[config.mk]
export PLATFORM = sky130hd
export DESIGN_NAME = apbdec_top
export DESIGN_NICKNAME = d
export VERILOG_FILES = /design/src/rtl/apbdec_pkg.sv /design/src/rtl/apbdec_port.sv /design/src/rtl/apbdec_resp_mux.sv /design/src/rtl/apbdec_top.sv
export SDC_FILE = /design/constraint.sdc
export NUM_CORES = 1
export LEC_CHECK = 0
export ABC_AREA = 1
export BUFFER_PORTS_ARGS = -buffer_cell sky130_fd_sc_hd__buf_2
export CAP_MARGIN = 20
export CORE_AREA = 2 2 216 218
export DETAILED_ROUTE_END_ITERATION = 8
export DIE_AREA = 0 0 218 220
export GPL_TIMING_DRIVEN = 1
export PLACE_DENSITY_LB_ADDON = 0.05
export SLEW_MARGIN = 15
export SYNTH_ARGS = -nofsm -noshare
export SYNTH_HDL_FRONTEND = slang
export SYNTH_SLANG_ARGS = --single-unit
[constraint.sdc]
create_clock -name vclk -period 3.4
set_clock_uncertainty 0.15 [all_clocks]
set_input_delay 0.68 -clock vclk [all_inputs]
set_output_delay 0.68 -clock vclk [all_outputs]
set_load 0.01 [all_outputs]
[src/rtl/apbdec_pkg.sv]
package apbdec_pkg;

   localparam int PROT_W = 3;

   // Number of address bits needed to span a window of the given byte size.
   function automatic int addr_bits(input longint unsigned size);
      return (size <= 1) ? 1 : $clog2(size);
   endfunction

   function automatic bit is_pow2(input longint unsigned v);
      return (v != 0) && ((v & (v - 1)) == 0);
   endfunction

endpackage

[src/rtl/apbdec_port.sv]
// One downstream child: window match, request fan-out and address rebasing.
module apbdec_port
   import apbdec_pkg::*;
#(
   parameter int                 ADDR_W = 32,
   parameter int                 DATA_W = 32,
   parameter logic [ADDR_W-1:0]  BASE   = '0,
   parameter int unsigned        SIZE   = 4096,
   localparam int                CAW    = addr_bits(SIZE),
   localparam int                STRB_W = DATA_W / 8
) (
   input  logic              psel,
   input  logic              penable,
   input  logic              pwrite,
   input  logic [ADDR_W-1:0] paddr,
   input  logic [PROT_W-1:0] pprot,
   input  logic [DATA_W-1:0] pwdata,
   input  logic [STRB_W-1:0] pstrb,
   output logic              c_psel,
   output logic              c_penable,
   output logic              c_pwrite,
   output logic [CAW-1:0]    c_paddr,
   output logic [PROT_W-1:0] c_pprot,
   output logic [DATA_W-1:0] c_pwdata,
   output logic [STRB_W-1:0] c_pstrb
);

   logic [ADDR_W-1:0] offset;
   logic              in_window;
   logic              wr_hit;
   logic              rd_hit;

   always_comb begin
      offset    = paddr - BASE;
      in_window = (paddr >= BASE) && (offset < ADDR_W'(SIZE));
      wr_hit    = psel & in_window & pwrite;
      rd_hit    = psel & in_window & ~pwrite;
   end

   assign c_psel    = wr_hit | rd_hit;
   assign c_pwrite  = wr_hit;
   assign c_penable = c_psel & penable;
   assign c_paddr   = offset[CAW-1:0];
   assign c_pprot   = pprot;
   assign c_pwdata  = pwdata;
   assign c_pstrb   = pstrb;

endmodule

[src/rtl/apbdec_resp_mux.sv]
// One-hot return path from the selected child back to the requester.
module apbdec_resp_mux #(
   parameter int NCH    = 5,
   parameter int DATA_W = 32
) (
   input  logic [NCH-1:0]        sel,
   input  logic [NCH*DATA_W-1:0] c_prdata,
   input  logic [NCH-1:0]        c_pready,
   input  logic [NCH-1:0]        c_pslverr,
   output logic                  any_sel,
   output logic [DATA_W-1:0]     m_prdata,
   output logic                  m_pready,
   output logic                  m_pslverr
);

   assign any_sel = |sel;

   if (NCH == 1) begin : g_single
      assign m_prdata  = sel[0] ? c_prdata : '0;
      assign m_pready  = sel[0] & c_pready[0];
      assign m_pslverr = sel[0] & c_pslverr[0];
   end else begin : g_andor
      always_comb begin
         m_prdata  = '0;
         m_pready  = 1'b0;
         m_pslverr = 1'b0;
         for (int i = 0; i < NCH; i++) begin
            m_prdata  = m_prdata  | ({DATA_W{sel[i]}} & c_prdata[i*DATA_W +: DATA_W]);
            m_pready  = m_pready  | (sel[i] & c_pready[i]);
            m_pslverr = m_pslverr | (sel[i] & c_pslverr[i]);
         end
      end
   end

endmodule

[src/rtl/apbdec_top.sv]
module apbdec_top
   import apbdec_pkg::*;
#(
   parameter int                ADDR_W     = 32,
   parameter int                DATA_W     = 32,
   parameter logic [ADDR_W-1:0] SGL_BASE   = 'h0,
   parameter int unsigned       SGL_SIZE   = 4096,
   parameter logic [ADDR_W-1:0] ARR_BASE   = 'h1000,
   parameter int                ARR_N      = 4,
   parameter int unsigned       ARR_STRIDE = 4096,
   localparam int               STRB_W     = DATA_W / 8,
   localparam int               SGL_AW     = addr_bits(SGL_SIZE),
   localparam int               ARR_AW     = addr_bits(ARR_STRIDE),
   localparam int               NCH        = ARR_N + 1
) (
   input  logic                      pclk,
   input  logic                      presetn,
   input  logic                      psel,
   input  logic                      penable,
   input  logic                      pwrite,
   input  logic [ADDR_W-1:0]         paddr,
   input  logic [PROT_W-1:0]         pprot,
   input  logic [DATA_W-1:0]         pwdata,
   input  logic [STRB_W-1:0]         pstrb,
   output logic [DATA_W-1:0]         prdata,
   output logic                      pready,
   output logic                      pslverr,
   output logic                      sgl_psel,
   output logic                      sgl_penable,
   output logic                      sgl_pwrite,
   output logic [SGL_AW-1:0]         sgl_paddr,
   output logic [PROT_W-1:0]         sgl_pprot,
   output logic [DATA_W-1:0]         sgl_pwdata,
   output logic [STRB_W-1:0]         sgl_pstrb,
   input  logic [DATA_W-1:0]         sgl_prdata,
   input  logic                      sgl_pready,
   input  logic                      sgl_pslverr,
   output logic [ARR_N-1:0]          arr_psel,
   output logic [ARR_N-1:0]          arr_penable,
   output logic [ARR_N-1:0]          arr_pwrite,
   output logic [ARR_N*ARR_AW-1:0]   arr_paddr,
   output logic [ARR_N*PROT_W-1:0]   arr_pprot,
   output logic [ARR_N*DATA_W-1:0]   arr_pwdata,
   output logic [ARR_N*STRB_W-1:0]   arr_pstrb,
   input  logic [ARR_N*DATA_W-1:0]   arr_prdata,
   input  logic [ARR_N-1:0]          arr_pready,
   input  logic [ARR_N-1:0]          arr_pslverr
);

   localparam longint unsigned SGL_END = longint'(SGL_BASE) + longint'(SGL_SIZE);
   localparam longint unsigned ARR_END = longint'(ARR_BASE) + longint'(ARR_N) * longint'(ARR_STRIDE);

   // ---------------- elaboration-time parameter checks ----------------
   if (DATA_W % 8 != 0) begin : g_bad_data_w
      $error("apbdec_top: DATA_W must be a whole number of bytes");
   end
   if (ARR_N < 1) begin : g_bad_arr_n
      $error("apbdec_top: ARR_N must be at least 1");
   end
   if (!is_pow2(SGL_SIZE) || !is_pow2(ARR_STRIDE)) begin : g_bad_size
      $error("apbdec_top: window sizes must be powers of two");
   end
   if ((longint'(SGL_BASE) % longint'(SGL_SIZE) != 0) ||
       (longint'(ARR_BASE) % longint'(ARR_STRIDE) != 0)) begin : g_bad_align
      $error("apbdec_top: window bases must be aligned to their size");
   end
   if (!((SGL_END <= longint'(ARR_BASE)) || (longint'(SGL_BASE) >= ARR_END))) begin : g_overlap
      $error("apbdec_top: single region overlaps the row");
   end
   if ((SGL_END > (64'd1 << ADDR_W)) || (ARR_END > (64'd1 << ADDR_W))) begin : g_bad_range
      $error("apbdec_top: a window extends past the address space");
   end

   // ---------------- single region ----------------
   apbdec_port #(
      .ADDR_W (ADDR_W),
      .DATA_W (DATA_W),
      .BASE   (SGL_BASE),
      .SIZE   (SGL_SIZE)
   ) sgl_port_i (
      .psel      (psel),
      .penable   (penable),
      .pwrite    (pwrite),
      .paddr     (paddr),
      .pprot     (pprot),
      .pwdata    (pwdata),
      .pstrb     (pstrb),
      .c_psel    (sgl_psel),
      .c_penable (sgl_penable),
      .c_pwrite  (sgl_pwrite),
      .c_paddr   (sgl_paddr),
      .c_pprot   (sgl_pprot),
      .c_pwdata  (sgl_pwdata),
      .c_pstrb   (sgl_pstrb)
   );

   // ---------------- row of identical regions ----------------
   for (genvar gi = 0; gi < ARR_N; gi++) begin : g_row
      localparam logic [ADDR_W-1:0] MEMBER_BASE =
         ARR_BASE + ADDR_W'(gi) * ADDR_W'(ARR_STRIDE);

      apbdec_port #(
         .ADDR_W (ADDR_W),
         .DATA_W (DATA_W),
         .BASE   (MEMBER_BASE),
         .SIZE   (ARR_STRIDE)
      ) row_port_i (
         .psel      (psel),
         .penable   (penable),
         .pwrite    (pwrite),
         .paddr     (paddr),
         .pprot     (pprot),
         .pwdata    (pwdata),
         .pstrb     (pstrb),
         .c_psel    (arr_psel[gi]),
         .c_penable (arr_penable[gi]),
         .c_pwrite  (arr_pwrite[gi]),
         .c_paddr   (arr_paddr[gi*ARR_AW +: ARR_AW]),
         .c_pprot   (arr_pprot[gi*PROT_W +: PROT_W]),
         .c_pwdata  (arr_pwdata[gi*DATA_W +: DATA_W]),
         .c_pstrb   (arr_pstrb[gi*STRB_W +: STRB_W])
      );
   end

   // ---------------- response path ----------------
   logic              any_sel;
   logic [DATA_W-1:0] mux_prdata;
   logic              mux_pready;
   logic              mux_pslverr;

   apbdec_resp_mux #(
      .NCH    (NCH),
      .DATA_W (DATA_W)
   ) resp_mux_i (
      .sel       ({arr_psel, sgl_psel}),
      .c_prdata  ({arr_prdata, sgl_prdata}),
      .c_pready  ({arr_pready, sgl_pready}),
      .c_pslverr ({arr_pslverr, sgl_pslverr}),
      .any_sel   (any_sel),
      .m_prdata  (mux_prdata),
      .m_pready  (mux_pready),
      .m_pslverr (mux_pslverr)
   );

   // A miss completes at once and reports an error in its access phase.
   assign prdata  = mux_prdata;
   assign pready  = any_sel ? mux_pready  : 1'b1;
   assign pslverr = any_sel ? mux_pslverr : (psel & penable);

endmodule

# ---- After elaboration in Yosys (flattened, before gate mapping)
# Cells that the tools add are included.
dict set report word_totals {
  n_memories 0
  word_cells 76
  regBits 0
  rom_bits 0
  mem_bits_rw 0
  latch_bits 0
}
dict set report classes {
  bitwise_logic 54
  add_sub_neg 4
  div 0
  shift 0
  magnitude_cmp 10
  mul 0
  n_eq_ne 0
  mux 2
  n_reduce_logical 6
}
# operator n
set op_table {}
lappend op_table {{$and 32x32->32} 5}
lappend op_table {{$lt 32x13->1 const B} 5}
lappend op_table {{$or 32x32->32} 4}
lappend op_table {{$ge 32x14->1 const B} 2}
lappend op_table {{$sub 32x14->32 const B} 2}
lappend op_table {{$ge 32x1->1 const B} 1}
lappend op_table {{$ge 32x13->1 const B} 1}
lappend op_table {{$ge 32x15->1 const B} 1}
lappend op_table {{$sub 32x13->32 const B} 1}
lappend op_table {{$sub 32x15->32 const B} 1}
lappend op_table {{$and 1x1->1} 31}
lappend op_table {{$or 1x1->1} 13}
lappend op_table {{$logic_and 1x1->1} 5}
lappend op_table {{$reduce_or 5->1} 1}
lappend op_table {{$mux 1} 2}
lappend op_table {{$not 1->1} 1}

# ---- Longest topological paths before layout
dict set report depth {
  depth_word 12
  mapped_depth 20
}

# ---- Modules after synthesis
# From an unflattened synthesis, not the netlist that was laid out.
dict set report unflattened {
  hier_cells 1079
  area_unflattened_um2 5664.2
}
# mod seq_area_each_um2 cells_per_inst area_each_um2 instances
set modules_own_cells {}
lappend modules_own_cells {apbdec_resp_mux 0.0 397 1780.5 1}
lappend modules_own_cells {{apbdec_port at g_row[1].row_port_i} 0.0 166 930.9 1}
lappend modules_own_cells {{apbdec_port at g_row[0].row_port_i} 0.0 148 828.3 1}
lappend modules_own_cells {{apbdec_port at g_row[3].row_port_i} 0.0 149 827.0 1}
lappend modules_own_cells {{apbdec_port at g_row[2].row_port_i} 0.0 139 798.3 1}
lappend modules_own_cells {{apbdec_port at sgl_port_i} 0.0 75 476.7 1}
lappend modules_own_cells {apbdec_top 0.0 5 22.5 1}

# ---- Least setup slack after synthesis
# Ideal clock, no wire load.
dict set report synth_timing {
  path_type {input to output}
  startpoint {in paddr[13]}
  endpoint {out prdata[17]}
  setup_slack_ns -0.111
  t_arrival_ns 2.681
  path_buffers 3
  path_stages 19
  required_ns 2.570
  path_cell_list {buf_2 inv_2 ha_1 clkbuf_1 nand2_1 inv_2 nand2_1 nand2_1 nand4_1 nor2_1 nand3_1 nor2_2 nand2_2 inv_2 buf_4 nand2_1 nand2_1 inv_2 nand2_1}
}
dict set report synth_via {
  elab_chain_len 11
  elab_cells_between_ends 48
}
# element line
set synth_rtl {}
lappend synth_rtl {{start: declaration} apbdec_top.sv:21} ;# input logic [ADDR_W-1:0] paddr,
lappend synth_rtl {{$sub 32x13->32} apbdec_port.sv:34} ;# offset = paddr - BASE;
lappend synth_rtl {{$lt 32x13->1} apbdec_port.sv:35} ;# in_window = (paddr >= BASE) && (offset < ADDR_W'(SIZE));
lappend synth_rtl {{$logic_and 1x1->1} apbdec_port.sv:35}
lappend synth_rtl {{$and 1x1->1} {apbdec_port.sv:36, apbdec_port.sv:37}}
lappend synth_rtl {{$and 1x1->1, on equally long branches} {apbdec_port.sv:36, apbdec_port.sv:37}}
lappend synth_rtl {{$or 1x1->1} apbdec_port.sv:40} ;# assign c_psel = wr_hit | rd_hit;
lappend synth_rtl {{$and 32x32->32} apbdec_resp_mux.sv:28} ;# m_prdata = m_prdata | ({DATA_W{sel[i]}} & c_prdata[i*DATA_W +: DATA_W]);
lappend synth_rtl {{$or 32x32->32 (3 in series)} apbdec_resp_mux.sv:28}
lappend synth_rtl {{$or 32x32->32 (*)} apbdec_resp_mux.sv:28}
lappend synth_rtl {{end: declaration} apbdec_top.sv:25} ;# output logic [DATA_W-1:0] prdata,
# Mark *: on every way between the ends. The rest lies on a longest branch, timed or not.

# ---- Worst setup path after layout
dict set report layout_timing {
  startpoint {in paddr[14]}
  endpoint {out prdata[20]}
}
# The elaborated chain is that of the path after synthesis.

==> out/results.txt <==
Cells after Synth -> 1123
DP Wirelength -> 32000 um
Worst Path Class, Setup -> in -> out
Ports -> 550
iteration count of the initial detailed-routing pass -> 4
HP Class -> in -> out
DRC viols -> 0
Final Cycle Share -> 1.09
most common cell after layout, fill and taps aside -> nand2_1
Max Clk Rate -> 269 MHz
core area -> 45900 um^2
area leader, netlist -> buf_4
vias per cell -> 3.62
Post-DRT Antenna Nets -> 0
vias -> 7008
GP Congestion -> 0.787
RSZ-0062 raised after global routing -> true
top cell type's share of synthesized area -> 0.346
vias in the first global route -> 7108
Initial Util -> 0.130
Slew Viols, Final -> 0
GR Util All Layers -> 0.148
multi-input logic area -> 4300 um^2
Final min period -> 3.72 ns
Initial DRC Count -> 237
Worst setup SP type -> primary input
flip-flop and latch area -> 0 um^2
DR WL/cell -> 19.4 um
CP top delay family -> buffers and inverters
Critical Path, Cell by Cell -> buf_8 > buf_6 > nor2_8 > buf_12 > nand2_8 > nor2_4 > buf_6 > nand2_2 > nand2_2 > o21ai_2 > nor3b_4 > buf_6 > nand2_4 > inv_8 > buf_6 > clkbuf_16 > nand2_2 > nand2_2 > inv_2 > nand2_1 > buf_2
Fin. Hold Viols -> 0
clock buffers -> 0
Worst Setup EP -> prdata[20]
Synth area leaders -> buf_4, nand2_1, nor2_1
Buf/Inv on CP -> 10
FFs & Latches -> 0
Crit path depth -> 21
commonest non-fill, non-tap cells in the layout -> nand2_1, buf_2, buf_4
Worst EP required -> 2.57 ns
Slowest-stage cell, CP -> nor3b_4
Hold WS -> 1.21 ns
peak fanout along the critical path -> 5
Slew HR -> 0.609
Max stage delay on crit path -> 0.28 ns
Seq/Total Area, Yosys -> 0
GRT overflow -> 0
total power divided by cell area -> 60.3 nW/um^2
failing checks -> setup timing
initial antenna violation count -> 5
post-route setup slack -> -0.322 ns
syn_area_per_cell -> 5.30 um^2
layout cell share with drive strength beyond 1 -> 0.587
die area -> 48000 um^2
syn_nets -> 1372
Setup crit end kind -> primary output
final setup fails -> 44
largest net degree at the start of global routing -> 14
first-pass GRT wire length -> 50800 um
fillers -> 5377
Leak Pwr -> 5.11 nW
Max IR drop VDD -> 0.0184 mV
Netlist cell types -> 38
die height -> 220 um
outcome -> complete, but fails checks
Slew @ Worst Pin -> 0.586 ns
max-cap violation count -> 0
Crit. Startpoint -> paddr[14]
overall die width -> 218 um
Mapped Area -> 5950 um^2
final wirelength -> 37600 um
FP Rows -> 79
critical path data arrival time -> 2.89 ns
PortBufs -> 242
Final TNS setup -> -11.10 ns
Final #Nets -> 1580
Warnings, synthesis -> 0
area added between synthesis and finish -> 60.9%
## power breakdown
group / switching, mW / internal, mW
sequential: 0 / 0
combinational: 0.307 / 0.270
clock: 0 / 0.0000000394
## synth_stat cells, drive strengths merged (2+ instances only)
| master | instances |
|---|---|
| nor3b | 2 |
| and3 | 2 |
| xor2 | 10 |
| clkbuf | 7 |
| o211ai | 3 |
| ha | 3 |
| nand4 | 24 |
| o21ai | 15 |
| nand3b | 3 |
| a21oi | 6 |
| nand3 | 58 |
| nand2 | 405 |
| inv | 114 |
| nor2 | 171 |
| nor3 | 7 |
| buf | 288 |
## metrics by stage
stage / area, um^2 / power [mW] / instances / utilization / worst slack [ns]
after floorplan: 5950 / 0.462 / 1123 / - / 0.00813
after global placement: 7380 / 0.478 / 1874 / 0.161 / -0.593
after detailed placement: 7380 / 0.475 / 1874 / 0.161 / -0.632
after CTS: 8700 / 0.547 / 1919 / 0.190 / -0.325
after global routing: 9570 / 0.624 / 1936 / 0.209 / -0.453
final: 9570 / 0.577 / 1937 / 0.209 / -0.322
## metal layers
metal  track usage  routed length (um)
met1         0.169               14800
met2         0.277               19400
met3        0.0369                2820
met4        0.0259                 600
met5             0                  38
## final cells by class
| type | count | share of cell area |
|---|---|---|
| inverter | 114 | 0.0507 |
| multi-input combinational | 714 | 0.450 |
| timing repair buffer | 501 | 0.420 |
| tap | 607 | 0.0794 |
| antenna | 1 | 0.000262 |
## what timing repair did
action	in CTS	in global routing
buffers inserted	41	21
pin swaps	65	60
hold buffers	0	0
setup endpoints to repair	48	48
gates resized for setup	221	184
cloned	7	3
## how the worst min path moves through the flow
stage | from | endpoint | slack (ns) | cells past startpoint
after CTS | pwdata[5] | arr_pwdata[37] | 1.21 | 0
after global placement | pwdata[5] | arr_pwdata[37] | 1.21 | 0
after global routing | pwdata[17] | sgl_pwdata[17] | 1.21 | 0
final | pwdata[21] | arr_pwdata[53] | 1.21 | 0
after detailed placement | pwdata[5] | arr_pwdata[37] | 1.21 | 0
after floorplan | paddr[0] | arr_paddr[0] | 1.30 | 1
## logic make-up (layout without fill, tap and decap cells)
| logic type | after synthesis | in the layout | share of synthesized area |
|---|---|---|---|
| buf+inv | 409 | 615 | 0.441 |
| simple gates | 673 | 673 | 0.510 |
| xor+xnor | 11 | 11 | 0.0175 |
| fa+ha+maj | 3 | 3 | 0.00631 |
| other cells | 0 | 1 | 0 |
| compound gates | 27 | 27 | 0.0257 |
(Power assumes the default switching activity.)
